File: config.mk
export PLATFORM = sky130hd
export DESIGN_NAME = pmEvtTimerRegs
export DESIGN_NICKNAME = d
export VERILOG_FILES = /design/src/rtl/pmEvtPkg.sv /design/src/rtl/pmEvtCtrl.sv /design/src/rtl/pmEvtDatapath.sv /design/src/rtl/pmEvtTimerRegs.sv
export SDC_FILE = /design/constraint.sdc
export NUM_CORES = 1
export LEC_CHECK = 0
export ABC_AREA = 1
export BUFFER_PORTS_ARGS = -buffer_cell sky130_fd_sc_hd__buf_2
export CAP_MARGIN = 20
export CORE_ASPECT_RATIO = 1.75
export CORE_MARGIN = 1
export CORE_UTILIZATION = 41
export CTS_CLUSTER_SIZE = 30
export DETAILED_ROUTE_END_ITERATION = 12
export GPL_TIMING_DRIVEN = 0
export REMOVE_ABC_BUFFERS = 1
export SYNTH_ARGS = -nofsm -noshare
export SYNTH_HDL_FRONTEND = slang
export SYNTH_HIERARCHICAL = 1
export SYNTH_SLANG_ARGS = --single-unit
File: constraint.sdc
create_clock -name clk -period 3.4 [get_ports clk]
set_input_delay 0.17 -clock clk [delete_from_list [all_inputs] [get_ports clk]]
set_output_delay 0.17 -clock clk [all_outputs]
set_load 0.02 [all_outputs]
File: src/rtl/pmEvtPkg.sv
package pmEvtPkg;
  localparam int ADDR_W = 4;
  localparam int BUS_W  = 32;
  localparam int BE_W   = BUS_W / 8;
  localparam int REG_W  = 16;

  // bit positions that software and neighbouring logic rely on
  localparam int OVF_BIT     = 0;
  localparam int GBL_BIT     = 5;
  localparam int SCI_BIT     = 0;
  localparam int SLP_EN_BIT  = 13;
  localparam int SLP_TYP_LSB = 10;
  localparam logic [2:0] SLP_TYP_OFF = 3'b111;

  // register select from address bits 3:2
  localparam logic [1:0] SEL_EVT = 2'd0;
  localparam logic [1:0] SEL_CTL = 2'd1;
  localparam logic [1:0] SEL_TMR = 2'd2;

  localparam logic [REG_W-1:0] CTL_RESET = REG_W'(1) << SCI_BIT;

  // strobes from control to datapath
  typedef struct packed {
    logic enLo;
    logic enHi;
    logic ctlLo;
    logic ctlHi;
    logic tmrWr;
    logic clrOvf;
    logic clrGbl;
    logic sleepCmd;
    logic fire;
  } pmStrobes_t;
endpackage

File: src/rtl/pmEvtCtrl.sv
module pmEvtCtrl
  import pmEvtPkg::*;
(
  input  logic              clk,
  input  logic              rstN,
  input  logic              busWe,
  input  logic [ADDR_W-1:0] busAddr,
  input  logic [BE_W-1:0]   busBe,
  input  logic [1:0]        clrBits,    // {global, overflow} bits of the write data
  input  logic [3:0]        sleepBits,  // {sleep enable, sleep type}
  input  logic              wrapNow,
  input  logic              ovfArmed,
  output pmStrobes_t        strb,
  output logic              irqReq,
  output logic              shutdownReq
);
  logic aligned;
  logic wrEvt, wrCtl, wrTmr;

  assign aligned = (busAddr[1:0] == 2'b00);
  assign wrEvt   = busWe && aligned && (busAddr[3:2] == SEL_EVT);
  assign wrCtl   = busWe && aligned && (busAddr[3:2] == SEL_CTL);
  assign wrTmr   = busWe && aligned && (busAddr[3:2] == SEL_TMR);

  always_comb begin
    strb          = '0;
    strb.enLo     = wrEvt && busBe[2];
    strb.enHi     = wrEvt && busBe[3];
    strb.ctlLo    = wrCtl && busBe[0];
    strb.ctlHi    = wrCtl && busBe[1];
    strb.tmrWr    = wrTmr;
    strb.clrOvf   = wrEvt && busBe[0] && clrBits[0];
    strb.clrGbl   = wrEvt && busBe[0] && clrBits[1];
    strb.sleepCmd = wrCtl && busBe[1] && sleepBits[3] && (sleepBits[2:0] == SLP_TYP_OFF);
    strb.fire     = wrapNow && ovfArmed;
  end

  // interrupt latch: armed by an enabled overflow, released by clearing the flag
  always_ff @(posedge clk or negedge rstN) begin
    if (!rstN) begin
      irqReq      <= 1'b0;
      shutdownReq <= 1'b0;
    end else begin
      if (strb.fire)        irqReq <= 1'b1;
      else if (strb.clrOvf) irqReq <= 1'b0;
      shutdownReq <= strb.sleepCmd;
    end
  end
endmodule

File: src/rtl/pmEvtDatapath.sv
module pmEvtDatapath
  import pmEvtPkg::*;
#(
  parameter int TIMER_W = 24
) (
  input  logic               clk,
  input  logic               rstN,
  input  logic               tick,
  input  logic               gblEvt,
  input  logic [ADDR_W-1:0]  busAddr,
  input  logic [BE_W-1:0]    busBe,
  input  logic [BUS_W-1:0]   busWdata,
  input  pmStrobes_t         strb,
  output logic               wrapNow,
  output logic               ovfArmed,
  output logic [REG_W-1:0]   statusQ,
  output logic [REG_W-1:0]   enableQ,
  output logic [TIMER_W-1:0] timerQ,
  output logic [BUS_W-1:0]   busRdata
);
  localparam int TMR_LANES = (TIMER_W + 7) / 8;
  localparam int EXT_W     = 8 * TMR_LANES;

  logic [REG_W-1:0]   controlQ;
  logic [REG_W-1:0]   statusNext, enableNext, controlNext;
  logic [TIMER_W-1:0] timerNext;
  logic [EXT_W-1:0]   timerExt, timerMerged;

  assign wrapNow  = tick && (&timerQ);
  assign ovfArmed = enableQ[OVF_BIT];
  assign timerExt = EXT_W'(timerQ);

  // byte-lane merge for count loads
  for (genvar k = 0; k < TMR_LANES; k++) begin : gTmrLane
    assign timerMerged[8*k +: 8] = busBe[k] ? busWdata[8*k +: 8] : timerExt[8*k +: 8];
  end

  always_comb begin
    statusNext          = '0;
    statusNext[OVF_BIT] = wrapNow || (statusQ[OVF_BIT] && !strb.clrOvf);
    statusNext[GBL_BIT] = gblEvt  || (statusQ[GBL_BIT] && !strb.clrGbl);
  end

  always_comb begin
    enableNext = enableQ;
    if (strb.enLo) enableNext[7:0]  = busWdata[23:16];
    if (strb.enHi) enableNext[15:8] = busWdata[31:24];
    if (strb.fire) enableNext = '0;
  end

  always_comb begin
    controlNext = controlQ;
    if (strb.ctlLo) controlNext[7:0]  = busWdata[7:0];
    if (strb.ctlHi) controlNext[15:8] = busWdata[15:8];
  end

  always_comb begin
    if (strb.tmrWr)         timerNext = timerMerged[TIMER_W-1:0];
    else if (strb.sleepCmd) timerNext = '0;
    else if (tick)          timerNext = timerQ + TIMER_W'(1);
    else                    timerNext = timerQ;
  end

  always_ff @(posedge clk or negedge rstN) begin
    if (!rstN) begin
      statusQ  <= '0;
      enableQ  <= '0;
      controlQ <= CTL_RESET;
      timerQ   <= '0;
    end else begin
      statusQ  <= statusNext;
      enableQ  <= enableNext;
      controlQ <= controlNext;
      timerQ   <= timerNext;
    end
  end

  always_comb begin
    busRdata = '0;
    if (busAddr[1:0] == 2'b00) begin
      case (busAddr[3:2])
        SEL_EVT: busRdata = {enableQ, statusQ};
        SEL_CTL: busRdata = BUS_W'(controlQ);
        SEL_TMR: busRdata = BUS_W'(timerQ);
        default: busRdata = '0;
      endcase
    end
  end
endmodule

File: src/rtl/pmEvtTimerRegs.sv
module pmEvtTimerRegs
  import pmEvtPkg::*;
#(
  parameter int TIMER_W = 24
) (
  input  logic              clk,
  input  logic              rstN,
  input  logic              tick,
  input  logic              gblEvt,
  input  logic              busWe,
  input  logic [ADDR_W-1:0] busAddr,
  input  logic [BE_W-1:0]   busBe,
  input  logic [BUS_W-1:0]  busWdata,
  output logic [BUS_W-1:0]  busRdata,
  output logic              irqReq,
  output logic              shutdownReq
);
  pmStrobes_t         strb;
  logic               wrapNow, ovfArmed;
  logic [REG_W-1:0]   statusQ, enableQ;
  logic [TIMER_W-1:0] timerQ;

  pmEvtCtrl u_ctrl (
    .clk        (clk),
    .rstN       (rstN),
    .busWe      (busWe),
    .busAddr    (busAddr),
    .busBe      (busBe),
    .clrBits    ({busWdata[GBL_BIT], busWdata[OVF_BIT]}),
    .sleepBits  (busWdata[SLP_EN_BIT:SLP_TYP_LSB]),
    .wrapNow    (wrapNow),
    .ovfArmed   (ovfArmed),
    .strb       (strb),
    .irqReq     (irqReq),
    .shutdownReq(shutdownReq)
  );

  pmEvtDatapath #(.TIMER_W(TIMER_W)) u_dp (
    .clk     (clk),
    .rstN    (rstN),
    .tick    (tick),
    .gblEvt  (gblEvt),
    .busAddr (busAddr),
    .busBe   (busBe),
    .busWdata(busWdata),
    .strb    (strb),
    .wrapNow (wrapNow),
    .ovfArmed(ovfArmed),
    .statusQ (statusQ),
    .enableQ (enableQ),
    .timerQ  (timerQ),
    .busRdata(busRdata)
  );
endmodule

==> results of run 1 <==
[sequential cells by signal, indices dropped and copies added (netlist names)]
name / cells
u_dp/timerQ: 24
u_dp/controlQ: 16
u_dp/enableQ: 16
u_dp/statusQ: 2
u_ctrl/irqReq: 1
u_ctrl/shutdownReq: 1
[metal layers]
metal	vias up	share of wire, %	GRT usage (%)
met3	18	3.1	4.07
met4	0	2.9	11.0
met2	68	54	41.7
li1	1828	-	-
met1	1715	40	27.0
met5	-	0	0
[path summary, 6_finish.rpt]
kind,start,slack [ns],cells past startpoint,endpoint
max in group asynchronous,rstN,2.38,2,u_dp/enableQ[5]
worst min-delay path,gblEvt,0.06,2,u_dp/statusQ[5]
worst max-delay path,u_dp/timerQ[1],1.25,12,u_dp/enableQ[5]
worst max register to register,u_dp/timerQ[1],1.25,12,u_dp/enableQ[5]
min in group asynchronous,rstN,0.45,2,u_dp/controlQ[3]
worst min register to register,u_ctrl/irqReq,0.49,2,u_ctrl/irqReq
[per-stage QoR]
| stage | utilization [%] | cell area [um2] | power, W |
|---|---|---|---|
| global placement | 47.6 | 4180 | 0.00147 |
| floorplan | - | 3640 | 0.00132 |
| CTS | 51.5 | 4520 | 0.00236 |
| global route | 51.8 | 4550 | 0.00248 |
| detailed placement | 48.1 | 4230 | 0.00149 |
| finish | 51.8 | 4550 | 0.00234 |
[cells in the final DEF (no fill, tap or decap), types with 2 or more instances in the layout]
master	count
a21oi_1	44
a21oi_2	2
a22oi_1	4
a31oi_1	2
buf_2	77
buf_4	3
buf_6	2
clkbuf_1	3
clkbuf_16	9
clkbuf_8	3
dfrtp_1	59
inv_1	63
inv_2	6
mux2_2	14
nand2_1	115
nand2_2	10
nand2_4	2
nand3_1	41
nand3b_1	2
nand4_1	6
nor2_1	36
nor2_2	8
nor2_4	7
nor3_1	11
o21ai_0	36
o21ai_1	6
o21bai_1	3
o22ai_1	4
or2_2	2
[critical path: stages, from the launching register on]
cell and delay, ns:
dfrtp_1 0.41, ha_1 0.22, nand2_2 0.09, nor2_4 0.21, nand2_4 0.10, nor2_4 0.17
nand2_2 0.10, nor2_1 0.10, nand2_1 0.07, inv_1 0.08, inv_1 0.22, nand3_1 0.14
o21ai_0 0.10
[report_power, final]
part	leakage (nW)	internal [W]	switching, W
Combinational	1.47	0.000196	0.000292
Sequential	0.695	0.000863	0.000133
Clock	0.140	0.000552	0.000303
[timing repair]
item | CTS | global route
hold endpoints to repair | 59 | 0
buffers inserted | 0 | 0
hold buffers | 1 | 0
[layout make-up]
type / count / share of cell area (%)
clock buffer: 15 / 6.11
clock inverter: 1 / 0.110
inverter: 70 / 5.78
multi-input combinational: 363 / 41.4
sequential: 60 / 33.0
tap: 117 / 3.22
timing repair buffer: 84 / 10.3
==> results.json, run 1 <==
{
  "outcome": "completed",
  "num-nets-final": 634,
  "grt_max_degree": 61,
  "worstPathArrival_ns": 2.34,
  "grt_pass1_wl_um": 17000,
  "hpwl_um": 7790,
  "wl_per_cell_um": 14.6,
  "drive_gt1_share_pct": 25.6,
  "postCtsResizedCells": 0,
  "core_area_um2": 8780,
  "maxCapViolCount": 0,
  "ioPinCount": 79,
  "regArea_um2": 1500,
  "start_kind": "flop",
  "instances_no_fill": 710,
  "fin_tns_setup_ns": 0,
  "fmax_mhz": 466,
  "fin_skew_ns": 0.00585,
  "hold_viol": 0,
  "drt-initial-drc-count": 168,
  "htree_levels": 3,
  "die_x_um": 74.2,
  "holdWs_ns": 0.0603,
  "pre_cts_slack_ns": 1.21,
  "cts.sinks": 60,
  "synth_area_um2": 3740,
  "rows": 45,
  "clkSlewWorstSetupHoldPaths_ns": 0.05,
  "dpl.cell_count": 692,
  "area.growth.synth_to_final_pct": 21.5,
  "track_usage_pct": 23.6,
  "cts_tree": "built",
  "drc": 0,
  "initial_core_util_pct": 42.6,
  "period_share_pct": 63.1,
  "min_path_type": "in2reg",
  "vias_per_cell": 5.11,
  "required_ns": 3.60,
  "fillers": 925,
  "clk_root_buffer_cell": "clkbuf_16",
  "min_period_ns": 2.15,
  "syn_inst": 514,
  "vias": 3629,
  "drtAntennaViolNets": 0,
  "clock_latency_ns": 0.33,
  "setup_viol": 0,
  "path_class": "reg2reg",
  "die_y_um": 128,
  "place.gp.congestion": 0.891,
  "overflow": 0,
  "vdd_drop_max_mv": 0.272,
  "slew_viol_final": 0,
  "yosysWarnings": 6,
  "rsz0062_at_grt": "false",
  "multi_input_area_um2": 1880,
  "drt-pass1-iter-count": 5,
  "antenna_found_initial": 0,
  "cp_max_fo": 16,
  "avgSynthCellArea_um2": 7.28,
  "numPortBuffers": 78,
  "power.leakage_nw": 2.30,
  "setup_ws_ns": 1.25,
  "slew_headroom_pct": 46.2,
  "n_antenna_cell": 0,
  "power_density_nw_per_um2": 514,
  "wirelength_um": 10300,
  "dieArea_um2": 9530,
  "critPathCaptureType": "flop",
  "tightestPinTransition_ns": 0.807,
  "cts_made_buffers": 9,
  "grt_pass1_vias": 3608,
  "clockBufferDepth": 2
}
Note: power is estimated with default switching activity, not from simulation.
==> run 2, diff against run 1 <==
==> constraint.sdc (replaced) <==
create_clock -name clk -period 1.9 [get_ports clk]
set_input_delay 0.095 -clock clk [delete_from_list [all_inputs] [get_ports clk]]
set_output_delay 0.095 -clock clk [all_outputs]
set_load 0.02 [all_outputs]
==> run 2 against run 1 <==
Via count increased by 1.8%. Clock skew is 0.00073 ns higher. Worst hold slack got worse by 0.043 ns. Critical endpoint unchanged. Register-to-register slack lost 1.2 ns. First-iteration DRC count fell by 14%. Die area stayed put. Global-route usage grew 0.51 points. Critical path type unchanged.
==> results.json, run 2 (synthesis gave the netlist of run 1 again) <==
{
  "drive_gt1_share_pct": 28.1,
  "num-nets-final": 646,
  "cts.sinks": 60,
  "holdWs_ns": 0.0169,
  "grt_max_degree": 61,
  "multi_input_area_um2": 1910,
  "critPathLaunch": "u_dp/timerQ[0]",
  "setup_viol": 0,
  "maxCapViolCount": 0,
  "layout_common_cells": "nand2_1 (115), buf_2 (77), inv_1 (61), dfrtp_1 (57), a21oi_1 (44)",
  "setup_ws_ns": 0.0576,
  "grt_pass1_vias": 3662,
  "path_class": "reg2reg",
  "vias": 3695,
  "r2r_slack_ns": 0.06,
  "regArea_um2": 1510,
  "biggestRegsByFlops": "u_dp/timerQ: 24 flops, u_dp/controlQ: 16 flops, u_dp/enableQ: 16 flops",
  "fin_skew_ns": 0.00658,
  "max_stage_delay_ns": 0.38,
  "start_kind": "flop",
  "period_share_pct": 97.0,
  "final_common_cell": "nand2_1",
  "power.leakage_nw": 2.36,
  "core_area_um2": 8780,
  "fmax_mhz": 543,
  "rr_worst_depth": 13,
  "dieArea_um2": 9530,
  "drt-pass1-iter-count": 4,
  "min_period_ns": 1.84,
  "place.gp.congestion": 0.891,
  "vdd_drop_max_mv": 0.489,
  "die_y_um": 128,
  "hold_viol": 0,
  "placed_area_um2": 4230,
  "dpl.cell_count": 692,
  "antenna_found_initial": 0,
  "drt-initial-drc-count": 145,
  "initial_core_util_pct": 42.6,
  "slew_viol_final": 0,
  "cts_made_buffers": 9,
  "rr_startpoint": "u_dp/timerQ[0]",
  "vias_per_cell": 5.12,
  "wl_per_cell_um": 14.7,
  "largest_register_ffs": 24,
  "cts_tree": "built",
  "final_cell_area_um2": 4680,
  "outcome": "completed",
  "n_antenna_cell": 0,
  "crit_slowest_cell": "dfrtp_1",
  "critPathCaptureType": "flop",
  "clockBufferDepth": 2,
  "track_usage_pct": 24.1,
  "htree_levels": 3,
  "top_register": "u_dp/timerQ",
  "rows": 45,
  "slew_headroom_pct": 45.6,
  "drtAntennaViolNets": 0,
  "pre_cts_slack_ns": -0.248,
  "numPortBuffers": 78,
  "min_path_type": "in2reg",
  "clkSlewWorstSetupHoldPaths_ns": 0.05,
  "power_density_nw_per_um2": 907,
  "crit_chain": "ha_2 -> nand2_2 -> nor2_4 -> nand2_4 -> nor2_4 -> nand2_2 -> nor2_2 -> nand2_1 -> inv_2 -> clkinvlp_4 -> buf_12 -> nand3_1 -> o21ai_1",
  "die_x_um": 74.2,
  "cp_max_fo": 16,
  "clock_latency_ns": 0.33,
  "clk_root_buffer_cell": "clkbuf_16",
  "drc": 0,
  "hold_start": "busWdata[26]",
  "grt_pass1_wl_um": 17400,
  "worstPathArrival_ns": 2.05,
  "tightestPinTransition_ns": 0.816,
  "instances_no_fill": 722,
  "min_to": "u_dp/enableQ[10]",
  "wirelength_um": 10600,
  "required_ns": 2.10,
  "hpwl_um": 7790,
  "fillers": 916,
  "min_path_cells": 3,
  "rsz0062_at_grt": "true",
  "reg2reg_to": "u_dp/enableQ[5]",
  "overflow": 0,
  "ioPinCount": 79,
  "area.growth.synth_to_final_pct": 25.1
}
-- run 2: changes by cell type in the layout (fill, tap and decap cells not counted), moves of 2 or more --
cell           before  now
o21ai_0            36   23
o21ai_1             6   19
buf_4               3   12
dfrtp_1            59   57
dfrtp_2             0    2
dlygate4sd3_1       1    3
inv_1              63   61
nor2_1             36   34
nor2_2              8   10
-- run 2: per-layer routing --
metal / global-route usage, % / part of all wire (%)
met4: 11.8 / 3.2
met1: 27.3 / 39
met5: 0 / 0
met2: 42.7 / 54
met3: 4.07 / 4.3
-- run 2: timing repair --
item | CTS | global route
setup buffers | 6 | 4
pin swaps | 4 | 3
hold buffers | 3 | 0
hold endpoints to repair | 61 | 0
gates cloned | 0 | 0
endpoints found under the setup margin | 16 | 26
resized for setup | 15 | 7
-- run 2: final cells by class --
cell class | count | area share, %
Multi-Input combinational cell | 363 | 40.7
Sequential cell | 60 | 32.1
Tap cell | 117 | 3.13
Clock buffer | 15 | 5.93
Timing Repair Buffer | 96 | 12.3
Inverter | 70 | 5.69
Clock inverter | 1 | 0.107
-- run 2: where the power goes --
group	total (W)	switching [W]	internal [W]
registers	0.00177	0.000225	0.00155
clock network	0.00153	0.000541	0.000987
logic	0.000947	0.000554	0.000393
total	0.00425	0.00132	0.00293
-- run 2: stage by stage --
stage / power, W / setup TNS [ns] / utilization (%)
floorplan: 0.00236 / -26.68 / -
global placement: 0.00262 / -92.29 / 47.6
detailed placement: 0.00267 / -7.00 / 48.1
CTS: 0.00426 / 0 / 52.4
global route: 0.00450 / -0.569 / 53.3
finish: 0.00425 / 0 / 53.3
-- run 2: worst max-delay path by stage --
| stage | depth (start not counted) | end |
|---|---|---|
| 2_1_floorplan | 8 | u_dp/timerQ[14] |
| 4_1_cts | 13 | u_dp/enableQ[9] |
| 6_report | 13 | u_dp/enableQ[5] |
| 3_5_place_dp | 12 | u_dp/enableQ[1] |
| 3_3_place_gp | 7 | u_dp/timerQ[14] |
| 5_1_grt | 13 | u_dp/enableQ[8] |
-- run 2: worst max-delay path, delay by kind of cell (launching register included) --
family	cells	cell delay, ns
AOI/OAI and AO/OA	1	0.07
adders and majority gates	1	0.21
DFF	1	0.38
buffers and inverters	3	0.34
and+or+nand+nor	8	0.73
